### config.mk
export PLATFORM = sky130hd
export DESIGN_NAME = attr_tlb
export DESIGN_NICKNAME = d
export VERILOG_FILES = /design/src/rtl/attr_tlb_pkg.sv /design/src/rtl/attr_tlb_entry.sv /design/src/rtl/attr_tlb_select.sv /design/src/rtl/attr_tlb_victim.sv /design/src/rtl/attr_tlb.sv
export SDC_FILE = /design/constraint.sdc
export NUM_CORES = 2
export LEC_CHECK = 0
export BUFFER_PORTS_ARGS = -buffer_cell sky130_fd_sc_hd__buf_4
export CAP_MARGIN = 20
export CORE_ASPECT_RATIO = 1.1
export CORE_UTILIZATION = 40
export DETAILED_ROUTE_END_ITERATION = 8
export MAX_ROUTING_LAYER = met4
export PLACE_DENSITY = 0.63
export SLEW_MARGIN = 15
export SYNTH_ARGS = -nofsm -noshare
export SYNTH_HDL_FRONTEND = slang
export SYNTH_SLANG_ARGS = --single-unit
### constraint.sdc
create_clock -name clk -period 6.35 [get_ports clk]
set_clock_uncertainty 0.2 [all_clocks]
set_input_delay 0.635 -clock clk [delete_from_list [all_inputs] [get_ports clk]]
set_output_delay 0.635 -clock clk [all_outputs]
set_load 0.02 [all_outputs]
### src/rtl/attr_tlb_pkg.sv
package attr_tlb_pkg;
    localparam int unsigned VA_W   = 39;
    localparam int unsigned PA_W   = 40;
    localparam int unsigned OFF_W  = 12;
    localparam int unsigned VPN_W  = VA_W - OFF_W;
    localparam int unsigned PPN_W  = PA_W - OFF_W;
    localparam int unsigned LVL_W  = 9;
    localparam int unsigned ATTR_W = 8;
    localparam int unsigned SUB_N  = 16;
    localparam int unsigned SUB_W  = $clog2(SUB_N);

    typedef enum logic [1:0] {
        PG_4K = 2'd0,
        PG_2M = 2'd1,
        PG_1G = 2'd2
    } pg_size_e;

    typedef struct packed {
        logic              valid;
        pg_size_e          size;
        logic [VPN_W-1:0]  vpn;
        logic [PPN_W-1:0]  ppn;
        logic [ATTR_W-1:0] attr;
        logic [SUB_N-1:0]  mask;
    } tlb_ent_t;

    typedef enum logic [1:0] {
        RSP_IDLE = 2'd0,
        RSP_HIT  = 2'd1,
        RSP_MISS = 2'd2
    } rsp_state_e;
endpackage

### src/rtl/attr_tlb_entry.sv
module attr_tlb_entry
    import attr_tlb_pkg::*;
(
    input  logic              clk,
    input  logic              rst_n,
    input  logic              flush,
    input  logic              wr_en,
    input  tlb_ent_t          wr_data,
    input  logic [VPN_W-1:0]  lk_vpn,
    output logic              valid_o,
    output logic              hit_o,
    output pg_size_e          size_o,
    output logic [PPN_W-1:0]  ppn_o,
    output logic [ATTR_W-1:0] attr_o
);
    localparam int unsigned HI2 = LVL_W;
    localparam int unsigned HI1 = 2 * LVL_W;

    tlb_ent_t ent;
    logic     tag_eq;
    logic     sub_ok;

    always_ff @(posedge clk or negedge rst_n) begin
        if (!rst_n) begin
            ent <= '0;
        end else if (flush) begin
            ent.valid <= 1'b0;
        end else if (wr_en) begin
            ent <= wr_data;
        end
    end

    always_comb begin
        tag_eq = 1'b0;
        sub_ok = 1'b1;
        ppn_o  = ent.ppn;
        unique case (ent.size)
            PG_4K: begin
                tag_eq = (ent.vpn == lk_vpn);
            end
            PG_2M: begin
                tag_eq = (ent.vpn[VPN_W-1:HI2] == lk_vpn[VPN_W-1:HI2]);
                sub_ok = ent.mask[lk_vpn[HI2-1 -: SUB_W]];
                ppn_o  = {ent.ppn[PPN_W-1:HI2], lk_vpn[HI2-1:0]};
            end
            PG_1G: begin
                tag_eq = (ent.vpn[VPN_W-1:HI1] == lk_vpn[VPN_W-1:HI1]);
                sub_ok = ent.mask[lk_vpn[HI1-1 -: SUB_W]];
                ppn_o  = {ent.ppn[PPN_W-1:HI1], lk_vpn[HI1-1:0]};
            end
            default: begin
                tag_eq = 1'b0;
            end
        endcase
    end

    assign valid_o = ent.valid;
    assign hit_o   = ent.valid && tag_eq && sub_ok;
    assign size_o  = ent.size;
    assign attr_o  = ent.attr;
endmodule

### src/rtl/attr_tlb_select.sv
module attr_tlb_select
    import attr_tlb_pkg::*;
#(
    parameter int unsigned N = 8
) (
    input  logic [N-1:0]      hit_i,
    input  pg_size_e          size_i [N],
    input  logic [PPN_W-1:0]  ppn_i  [N],
    input  logic [ATTR_W-1:0] attr_i [N],
    output logic              any_o,
    output logic [PPN_W-1:0]  ppn_o,
    output logic [ATTR_W-1:0] attr_o
);
    localparam int unsigned N_SIZES = 3;

    always_comb begin
        any_o  = 1'b0;
        ppn_o  = '0;
        attr_o = '0;
        for (int s = 0; s < N_SIZES; s++) begin
            for (int i = 0; i < N; i++) begin
                if (!any_o && hit_i[i] && (size_i[i] == pg_size_e'(2'(s)))) begin
                    any_o  = 1'b1;
                    ppn_o  = ppn_i[i];
                    attr_o = attr_i[i];
                end
            end
        end
    end
endmodule

### src/rtl/attr_tlb_victim.sv
module attr_tlb_victim #(
    parameter int unsigned N     = 8,
    parameter int unsigned IDX_W = (N > 1) ? $clog2(N) : 1
) (
    input  logic             clk,
    input  logic             rst_n,
    input  logic             advance,
    output logic [IDX_W-1:0] idx_o
);
    localparam logic [IDX_W-1:0] LAST = IDX_W'(N - 1);

    always_ff @(posedge clk or negedge rst_n) begin
        if (!rst_n) begin
            idx_o <= '0;
        end else if (advance) begin
            idx_o <= (idx_o == LAST) ? '0 : idx_o + 1'b1;
        end
    end
endmodule

### src/rtl/attr_tlb.sv
module attr_tlb
    import attr_tlb_pkg::*;
#(
    parameter int unsigned ENTRIES = 8,
    localparam int unsigned IDX_W  = (ENTRIES > 1) ? $clog2(ENTRIES) : 1
) (
    input  logic              clk,
    input  logic              rst_n,
    input  logic              lk_valid,
    input  logic [VA_W-1:0]   lk_va,
    input  logic              fill_valid,
    input  logic [VPN_W-1:0]  fill_vpn,
    input  logic [PPN_W-1:0]  fill_ppn,
    input  logic [1:0]        fill_size,
    input  logic [ATTR_W-1:0] fill_attr,
    input  logic [SUB_N-1:0]  fill_mask,
    input  logic              fill_uniform,
    input  logic              fill_nocache,
    input  logic              flush,
    output logic              rsp_valid,
    output logic              rsp_hit,
    output logic [PA_W-1:0]   rsp_pa,
    output logic [ATTR_W-1:0] rsp_attr
);
    localparam int unsigned HI2 = LVL_W;
    localparam int unsigned HI1 = 2 * LVL_W;

    logic [VPN_W-1:0]  lk_vpn;
    logic              install;
    logic              split;
    pg_size_e          req_size;
    tlb_ent_t          wr_data;
    logic [IDX_W-1:0]  victim_idx;

    logic [ENTRIES-1:0] ent_valid;
    logic [ENTRIES-1:0] ent_hit;
    pg_size_e           ent_size [ENTRIES];
    logic [PPN_W-1:0]   ent_ppn  [ENTRIES];
    logic [ATTR_W-1:0]  ent_attr [ENTRIES];

    logic              any_hit;
    logic [PPN_W-1:0]  sel_ppn;
    logic [ATTR_W-1:0] sel_attr;

    rsp_state_e        state_q, state_d;
    logic [PA_W-1:0]   pa_q;
    logic [ATTR_W-1:0] attr_q;

    assign lk_vpn   = lk_va[VA_W-1:OFF_W];
    assign req_size = pg_size_e'(fill_size);
    assign install  = fill_valid && !flush && !fill_nocache;
    assign split    = (req_size != PG_4K) && !fill_uniform;

    always_comb begin
        wr_data       = '0;
        wr_data.valid = 1'b1;
        wr_data.vpn   = fill_vpn;
        wr_data.attr  = fill_attr;
        wr_data.mask  = fill_mask;
        wr_data.size  = split ? PG_4K : req_size;
        wr_data.ppn   = fill_ppn;
        if (split) begin
            if (req_size == PG_2M) begin
                wr_data.ppn = {fill_ppn[PPN_W-1:HI2], fill_vpn[HI2-1:0]};
            end else begin
                wr_data.ppn = {fill_ppn[PPN_W-1:HI1], fill_vpn[HI1-1:0]};
            end
        end
    end

    attr_tlb_victim #(.N(ENTRIES), .IDX_W(IDX_W)) u_victim (
        .clk     (clk),
        .rst_n   (rst_n),
        .advance (install),
        .idx_o   (victim_idx)
    );

    for (genvar g = 0; g < ENTRIES; g++) begin : g_ent
        attr_tlb_entry u_entry (
            .clk     (clk),
            .rst_n   (rst_n),
            .flush   (flush),
            .wr_en   (install && (victim_idx == IDX_W'(g))),
            .wr_data (wr_data),
            .lk_vpn  (lk_vpn),
            .valid_o (ent_valid[g]),
            .hit_o   (ent_hit[g]),
            .size_o  (ent_size[g]),
            .ppn_o   (ent_ppn[g]),
            .attr_o  (ent_attr[g])
        );
    end

    attr_tlb_select #(.N(ENTRIES)) u_select (
        .hit_i  (ent_hit),
        .size_i (ent_size),
        .ppn_i  (ent_ppn),
        .attr_i (ent_attr),
        .any_o  (any_hit),
        .ppn_o  (sel_ppn),
        .attr_o (sel_attr)
    );

    always_comb begin
        state_d = RSP_IDLE;
        if (lk_valid) begin
            state_d = (any_hit && !flush) ? RSP_HIT : RSP_MISS;
        end
    end

    always_ff @(posedge clk or negedge rst_n) begin
        if (!rst_n) begin
            state_q <= RSP_IDLE;
            pa_q    <= '0;
            attr_q  <= '0;
        end else begin
            state_q <= state_d;
            if (state_d == RSP_HIT) begin
                pa_q   <= {sel_ppn, lk_va[OFF_W-1:0]};
                attr_q <= sel_attr;
            end
        end
    end

    always_comb begin
        rsp_valid = 1'b0;
        rsp_hit   = 1'b0;
        rsp_pa    = '0;
        rsp_attr  = '0;
        unique case (state_q)
            RSP_IDLE: begin
                rsp_valid = 1'b0;
            end
            RSP_HIT: begin
                rsp_valid = 1'b1;
                rsp_hit   = 1'b1;
                rsp_pa    = pa_q;
                rsp_attr  = attr_q;
            end
            RSP_MISS: begin
                rsp_valid = 1'b1;
            end
            default: begin
                rsp_valid = 1'b0;
            end
        endcase
    end
endmodule

* Word-level counts from Yosys, hierarchy flattened
Index checks and enable logic that the tools add are counted.
Word-level totals: input port bits 127, output and inout port bits 50, register bits 709, word-level logic and storage cells 389
Cells by class: mux-type cells 154, add/sub/neg operators 1, $lt $le $gt $ge 2, bitwise operators 1, reduce and logical (&&, ||, !) cells 128, equality and inequality tests 51
Operators with widths (count):
- $mux 28 | 24
- $mux 82 | 8
- $pmux 18 s2 | 8
- $eq 27x27->1 | 8
- $mux 8 | 25
- $eq 18x18->1 | 8
- $logic_and 1x1->1 | 75
- $eq 9x9->1 | 8
- $bmux 1 s4 | 16
- $mux 1 | 50
- $mux 40 | 1
- $mux 18 | 2
- $logic_not 1->1 | 26
- $pmux 1 s3 | 8
- $eq 2x1->1 const B | 11
- $eq 2x2->1 const B | 9
- $reduce_bool 2->1 | 9
- $logic_not 2->1 | 8
- $pmux 1 s2 | 8
- $reduce_and 2->1 | 8
- $eq 3x3->1 const B | 4
- $lt 4x5->1 const B | 2
- $eq 3x2->1 const B | 2
- $mux 2 | 3
- 6 further kinds | 6

* Longest topological paths before layout
depth in word-level cells 102, gate-level depth with buffers 21, gate-level depth less buffers 15

* By module
From an unflattened synthesis, not the netlist that was laid out.
Second synthesis, totals: cell total of the unflattened synthesis 4147, area total of the unflattened synthesis 43775.7 µm²
By module, submodules not included:
- attr_tlb_entry at g_ent[1].u_entry ... | seq. area each 2052.0 µm², times used 7, area each 4087.7 µm², cells each 318
- attr_tlb_select | seq. area each 0.0 µm², times used 1, area each 8389.3 µm², cells each 1395
- attr_tlb_entry at g_ent[0].u_entry | seq. area each 2052.0 µm², times used 1, area each 4062.6 µm², cells each 314
- attr_tlb | seq. area each 1251.2 µm², times used 1, area each 2567.5 µm², cells each 201
- attr_tlb_victim | seq. area each 75.1 µm², times used 1, area each 142.6 µm², cells each 11

* Least setup slack after synthesis
Ideal clock, no wire load.
path kind input to register, start point input port lk_va[27], end point register pa_q[28], setup slack 1557 ps, required time 6019 ps, setup time 131 ps, cell stages on the path 17, arrival 4462 ps, buffers on the path 6, cell sequence buf_4 > buf_2 > buf_2 > mux4_2 > mux2i_1 > nand2_1 > a311o_1 > buf_2 > a2bb2oi_1 > nand3_1 > or3_1 > buf_2 > or4b_1 > buf_2 > o21ai_1 > nor2_1 > or3_1
Between the ends: word-level cells in the longest chain between the ends 102, elaborated cells between the ends (all ways) 186, those cells by class eq/ne (17); mux (82); reduce/logical (87)
RTL lines:
- from (decl) | RTL line attr_tlb.sv:10 | input logic [VA_W-1:0] lk_va,
- $bmux 1 s4, or another cell as far along | RTL line attr_tlb_entry.sv:48 | sub_ok = ent.mask[lk_vpn[HI1-1 -: SUB_W]];
- $mux 1 (not written as such) or $pmux 1 s3 (tied branches) | RTL line attr_tlb_entry.sv:48, attr_tlb_entry.sv:37
- $pmux 1 s2 or $logic_and 1x1->1 (tied branches) | RTL line attr_tlb_entry.sv:37, attr_tlb_entry.sv:58
- $logic_and 1x1->1 | RTL line attr_tlb_entry.sv:58 | assign hit_o = ent.valid && tag_eq && sub_ok;
- $logic_and 1x1->1 | RTL line attr_tlb_select.sv:22 | if (!any_o && hit_i[i] && (size_i[i] == pg_size_e'(2'(s)))) begin
- $mux 1 | RTL line attr_tlb_select.sv:22
- $logic_not 1->1 | RTL line attr_tlb_select.sv:22
- $logic_and 1x1->1 (2 in series) | RTL line attr_tlb_select.sv:22
- [... 84 more ...]
- $mux 1 | RTL line attr_tlb_select.sv:22
- $logic_not 1->1 | RTL line attr_tlb_select.sv:22
- $logic_and 1x1->1 (2 in series) | RTL line attr_tlb_select.sv:22
- $mux 1 | RTL line attr_tlb_select.sv:22
- $logic_and 1x1->1 | RTL line attr_tlb.sv:107 | state_d = (any_hit && !flush) ? RSP_HIT : RSP_MISS;
- $mux 2 | RTL line attr_tlb.sv:107
- $mux 2 | RTL line attr_tlb.sv:106 | if (lk_valid) begin
- $eq 2x1->1 | RTL line attr_tlb.sv:118 | if (state_d == RSP_HIT) begin
- to (signal assigned) | RTL line attr_tlb.sv:119 | pa_q <= {sel_ppn, lk_va[OFF_W-1:0]};
- to (decl) | RTL line attr_tlb.sv:46 | logic [PA_W-1:0] pa_q;
Several ways; a longest one is shown, not always the timed one. The select of a mux whose other input is x is not followed. A chain may end at the register's enable or synchronous reset.

* Final worst setup path
start point register g_ent[0].u_entry.ent (netlist bit g_ent[0].u_entry.size_o[0]), end point register pa_q[15]
Between the ends: word-level cells in the longest chain between the ends 102, elaborated cells between the ends (all ways) 130, those cells by class eq/ne (3); mux (53); reduce/logical (74)
RTL lines:
- from (decl) | RTL line attr_tlb_entry.sv:19 | tlb_ent_t ent;
- from (signal assigned) | RTL line attr_tlb_entry.sv:29 | ent <= wr_data;
- $eq 2x2->1, or another cell as far along | RTL line attr_tlb_entry.sv:37, attr_tlb_select.sv:22
- $pmux 1 s3 | RTL line attr_tlb_entry.sv:37 | unique case (ent.size)
- $logic_and 1x1->1 (2 in series) | RTL line attr_tlb_entry.sv:58
- $logic_and 1x1->1 | RTL line attr_tlb_select.sv:22
- $mux 1 | RTL line attr_tlb_select.sv:22
- $logic_not 1->1 | RTL line attr_tlb_select.sv:22
- $logic_and 1x1->1 (2 in series) | RTL line attr_tlb_select.sv:22
- $mux 1 | RTL line attr_tlb_select.sv:22
- [... 83 more ...]
- $mux 1 | RTL line attr_tlb_select.sv:22
- $logic_not 1->1 | RTL line attr_tlb_select.sv:22
- $logic_and 1x1->1 (2 in series) | RTL line attr_tlb_select.sv:22
- $mux 1 | RTL line attr_tlb_select.sv:22
- $logic_and 1x1->1 | RTL line attr_tlb.sv:107
- $mux 2 | RTL line attr_tlb.sv:107
- $mux 2 | RTL line attr_tlb.sv:106
- $eq 2x1->1 | RTL line attr_tlb.sv:118
Several ways; a longest one is shown, not always the timed one.

==> metrics.md <==
| Metric | Value |
|---|---|
| PortBufs | about 180 |
| Worst-Margin Slew | approximately 1200 ps |
| Yosys top cell by area | dfrtp_1 |
| Slew Viols, Final | 0 |
| Compound-gate portion of the synthesized area | 0.171 |
| Iter 0 DRT Violations | about 4.5k |
| Largest family of logic cells by synthesized area | compound AO/OA/AOI/OAI gates |
| Fmax | 0.177 GHz |
| EDFF count, synth | 0 |
| DP HPWL | 144000 µm |
| I/O Pins | between 150 and 200 |
| Fraction of layout cells with a size suffix above 1 | 0.225 |
| Crit path arrival time | 6060 ps |
| Die Span X | about 310 µm |
| Synthesized cell area | slightly above 40000 µm² |
| Sequential area share after synthesis | 0.427 |
| DRC | 0 |
| Sw Pwr | ~7400 µW |
| Worst-path fanout max | 13 |
| Fin nets | ~4.7k |
| Multiplexer area fraction after synthesis | 0.146 |
| Hold Vio Cnt, Final | 0 |
| Pre-CTS worst setup slack | 333 ps |
| Crit path cell chain | inv_1 > ha_1 > o31ai_1 > a311o_1 > buf_4 > and4_1 > nor3_2 > nand2_1 > nor4_1 > a222oi_1 > o311ai_0 > buf_4 > a21oi_1 > a21oi_1 |
| First-pass GRT wire length | between 200000 and 300000 µm |
| Synth Instances | 4326 |
| Root buffer cell | clkbuf_16 |
| Rel. slew slack | 0.171 |
| Routed length per instance | ~33 µm |
| Synth Flop Type | dfrtp_1 |
| GP Congestion | around 1.1 |
| Area of the multi-input gates | 22200 µm² |
| DRT Wirelength | ~200000 µm |
| Worst hold path type | input pin to flop |
| Clock share of power | 0.261 |
| Max-Cap Viols | 0 |
| P_leak | 0.0220 µW |
| Max clock buf depth | 3 |
| CTS tree | done |
| P_int | 11700 µW |
| Final WS setup | 691 ps |
| Most frequent cell after synthesis | nand2_1 |
| FP Rows | 123 |
| Pwr dens | between 300 and 400 nW/µm² |
| Mean post-synth cell area | 9.61 µm² |
| Antenna Nets Post-Route | 0 |
| Post CTS Setup Buffer Count | 0 |
| Synth Area in Simple Gates | 0.154 |
| Sw frac | 0.386 |
| Worst EP required | ~6800 ps |
| Number of global-route vias before repair | ~37k |
| Via count | about 38k |
| Ranking of synthesized cells by area | dfrtp_1 43%, mux2_2 11%, nand2_1 6.6% |
| Design Area, Final | around 48000 µm² |
| Post-place instance area | 45300 µm² |
| Core area | 103000 µm² |
| Peak supply drop | ~0.29 mV |
| Slowest CP cell | nor4_1 |
| RSZ-0062 raised after global routing | false |
| Initial antenna violation count | 8 |
| Net Count, Synth | roughly 4.5k |
| Reg clk slew, reported paths | roughly 60 ps |
| Synth-to-layout area growth | 16.4% |
| CP endpoint kind | flop |
| Sequential fraction of design power | 0.413 |
| Clock Latency Late Sink | roughly 690 ps |
| Die ar. | ~110000 µm² |
| Crit path kind | flop to flop |
| Comb pwr share | 0.326 |
| Critical path launch point type | flop |
| Synthesized flop and latch total | roughly 710 |
| Total negative slack | 0 ps |
| Fin crit period | between 5000 and 6000 ps |
| Adder-cell area share of the yosys netlist | 0.0117 |
| Vias per inst | 6.33 |
| Status | complete, no violations |
| Largest net degree at the start of global routing | ~150 |
| Synth warnings | 0 |
| Die Ht | ~340 µm |
| First drt pass iteration count | 9 |
| Most frequent cells after synthesis | 729 x nand2_1, 709 x dfrtp_1, 389 x mux2_2 |
| Async set-reset flop share out of synthesis | 1.00 |
| Clock Sinks | between 700 and 800 |
| Seq. cell area | 17700 µm² |
| H-Tree Depth | 3 |
| Max stage delay on crit path | approximately 950 ps |
| Grt ovf | 0 |
| TritonCTS Buffers | between 80 and 90 |
| Fin crit share | 0.891 |
| Initial core utilization | 0.405 |
| Synth unique cells | 90 |
| Synth Area in XOR/XNOR | 0.0455 |
| Synth top area share | 0.427 |
| Fill cell count | 9744 |
| Tot GR Track Use | 0.387 |
| Final setup fails | 0 |
-- final timing paths --
kind	start	to	slack [ps]	cells past startpoint
max	g_ent[0].u_entry.size_o[0]$_DFFE_PN0P_	pa_q[15]$_DFFE_PN0N_	690	14
min	fill_ppn[25]	g_ent[3].u_entry.ent[49]$_DFFE_PN0P_	30	3
max reg2reg	g_ent[0].u_entry.size_o[0]$_DFFE_PN0P_	pa_q[15]$_DFFE_PN0N_	690	14
min reg2reg	g_ent[4].u_entry.ent[29]$_DFFE_PN0P_	g_ent[4].u_entry.ent[29]$_DFFE_PN0P_	270	2
max in group asynchronous	rst_n	g_ent[1].u_entry.ent[55]$_DFFE_PN0P_	4140	3
min in group asynchronous	rst_n	g_ent[4].u_entry.ent[43]$_DFFE_PN0P_	330	2
-- registers in the layout, indices dropped and copies added (netlist names) --
register               count
attr_q                     8
g_ent.u_entry.attr_o      64
g_ent.u_entry.ent        568
g_ent.u_entry.size_o      16
g_ent.u_entry.valid_o      8
pa_q                      40
state_q                    2
u_victim.idx_o             3
-- critical path: cells and delay by family, from the launching register on --
family,cells,cell delay [ps]
simple gates,4,2300
flops,1,400
compound gates,6,1380
buf+inv,3,470
fa+ha+maj,1,800
-- kinds of logic after synthesis --
group                      after synthesis
buffers and inverters                  446
and+or+nand+nor                       1361
DFF                                    709
muxes                                  521
xor gates and xnor gates               216
adders and majority gates               39
AOI/OAI and AO/OA                     1034
-- what timing repair did --
action,CTS,global route
gates resized for setup,0,0
endpoints found under the hold margin,110,0
hold buffers,22,0
setup endpoints to repair,0,0
-- layout by cell type, fill, tap and decap left out, drive strengths merged, types with 72 or more instances in the layout --
master | synthesis | routed
nand2 | 729 | 729
dfrtp | 709 | 709
buf | 79 | 417
mux2 | 389 | 389
o21ai | 334 | 334
nor2 | 139 | 139
xor2 | 132 | 132
clkbuf | 260 | 118
a21oi | 115 | 115
inv | 107 | 112
mux2i | 102 | 102
a22oi | 97 | 97
xnor2 | 84 | 84
and2 | 81 | 81
nand3 | 75 | 75
a22o | 72 | 72
-- through the flow --
stage	cells	util	hold WS (ps)	total power, µW
floorplan	4326	-	139	11300
detailed placement	5779	0.442	262	14000
global placement	5779	0.442	253	13900
global route	5957	0.472	23.0	20000
finish	5959	0.472	28.2	19100
CTS	5952	0.471	0.260	19000
-- cell type report --
cell class,count,share of cell area
Sequential cell,709,0.366
Tap cell,1375,0.0355
Antenna cell,7,0.000362
Clock buffer,118,0.0494
Multi-Input combinational cell,3171,0.458
Inverter,107,0.00830
Clock inverter,33,0.00907
Timing Repair Buffer,439,0.0730
-- per-layer routing --
metal	track usage	share of wire	routed length, µm	up-vias
met5	-	0	0	-
met4	0.203	0.061	12000	0
met3	0.0715	0.079	15600	536
met2	0.590	0.46	90800	1998
met1	0.486	0.40	79800	19200
li1	-	-	-	16000
-- power groups by stage --
stage | sequential, µW | combinational [µW] | clock (µW)
after floorplan | 7380 | 3960 | 0
after detailed placement | 7930 | 6050 | 0
after CTS | 7870 | 6080 | 5060
after global routing | 8120 | 6630 | 5230
final | 7910 | 6240 | 4990
after global placement | 7880 | 5990 | 0
Power figures use the tool's default switching activity.
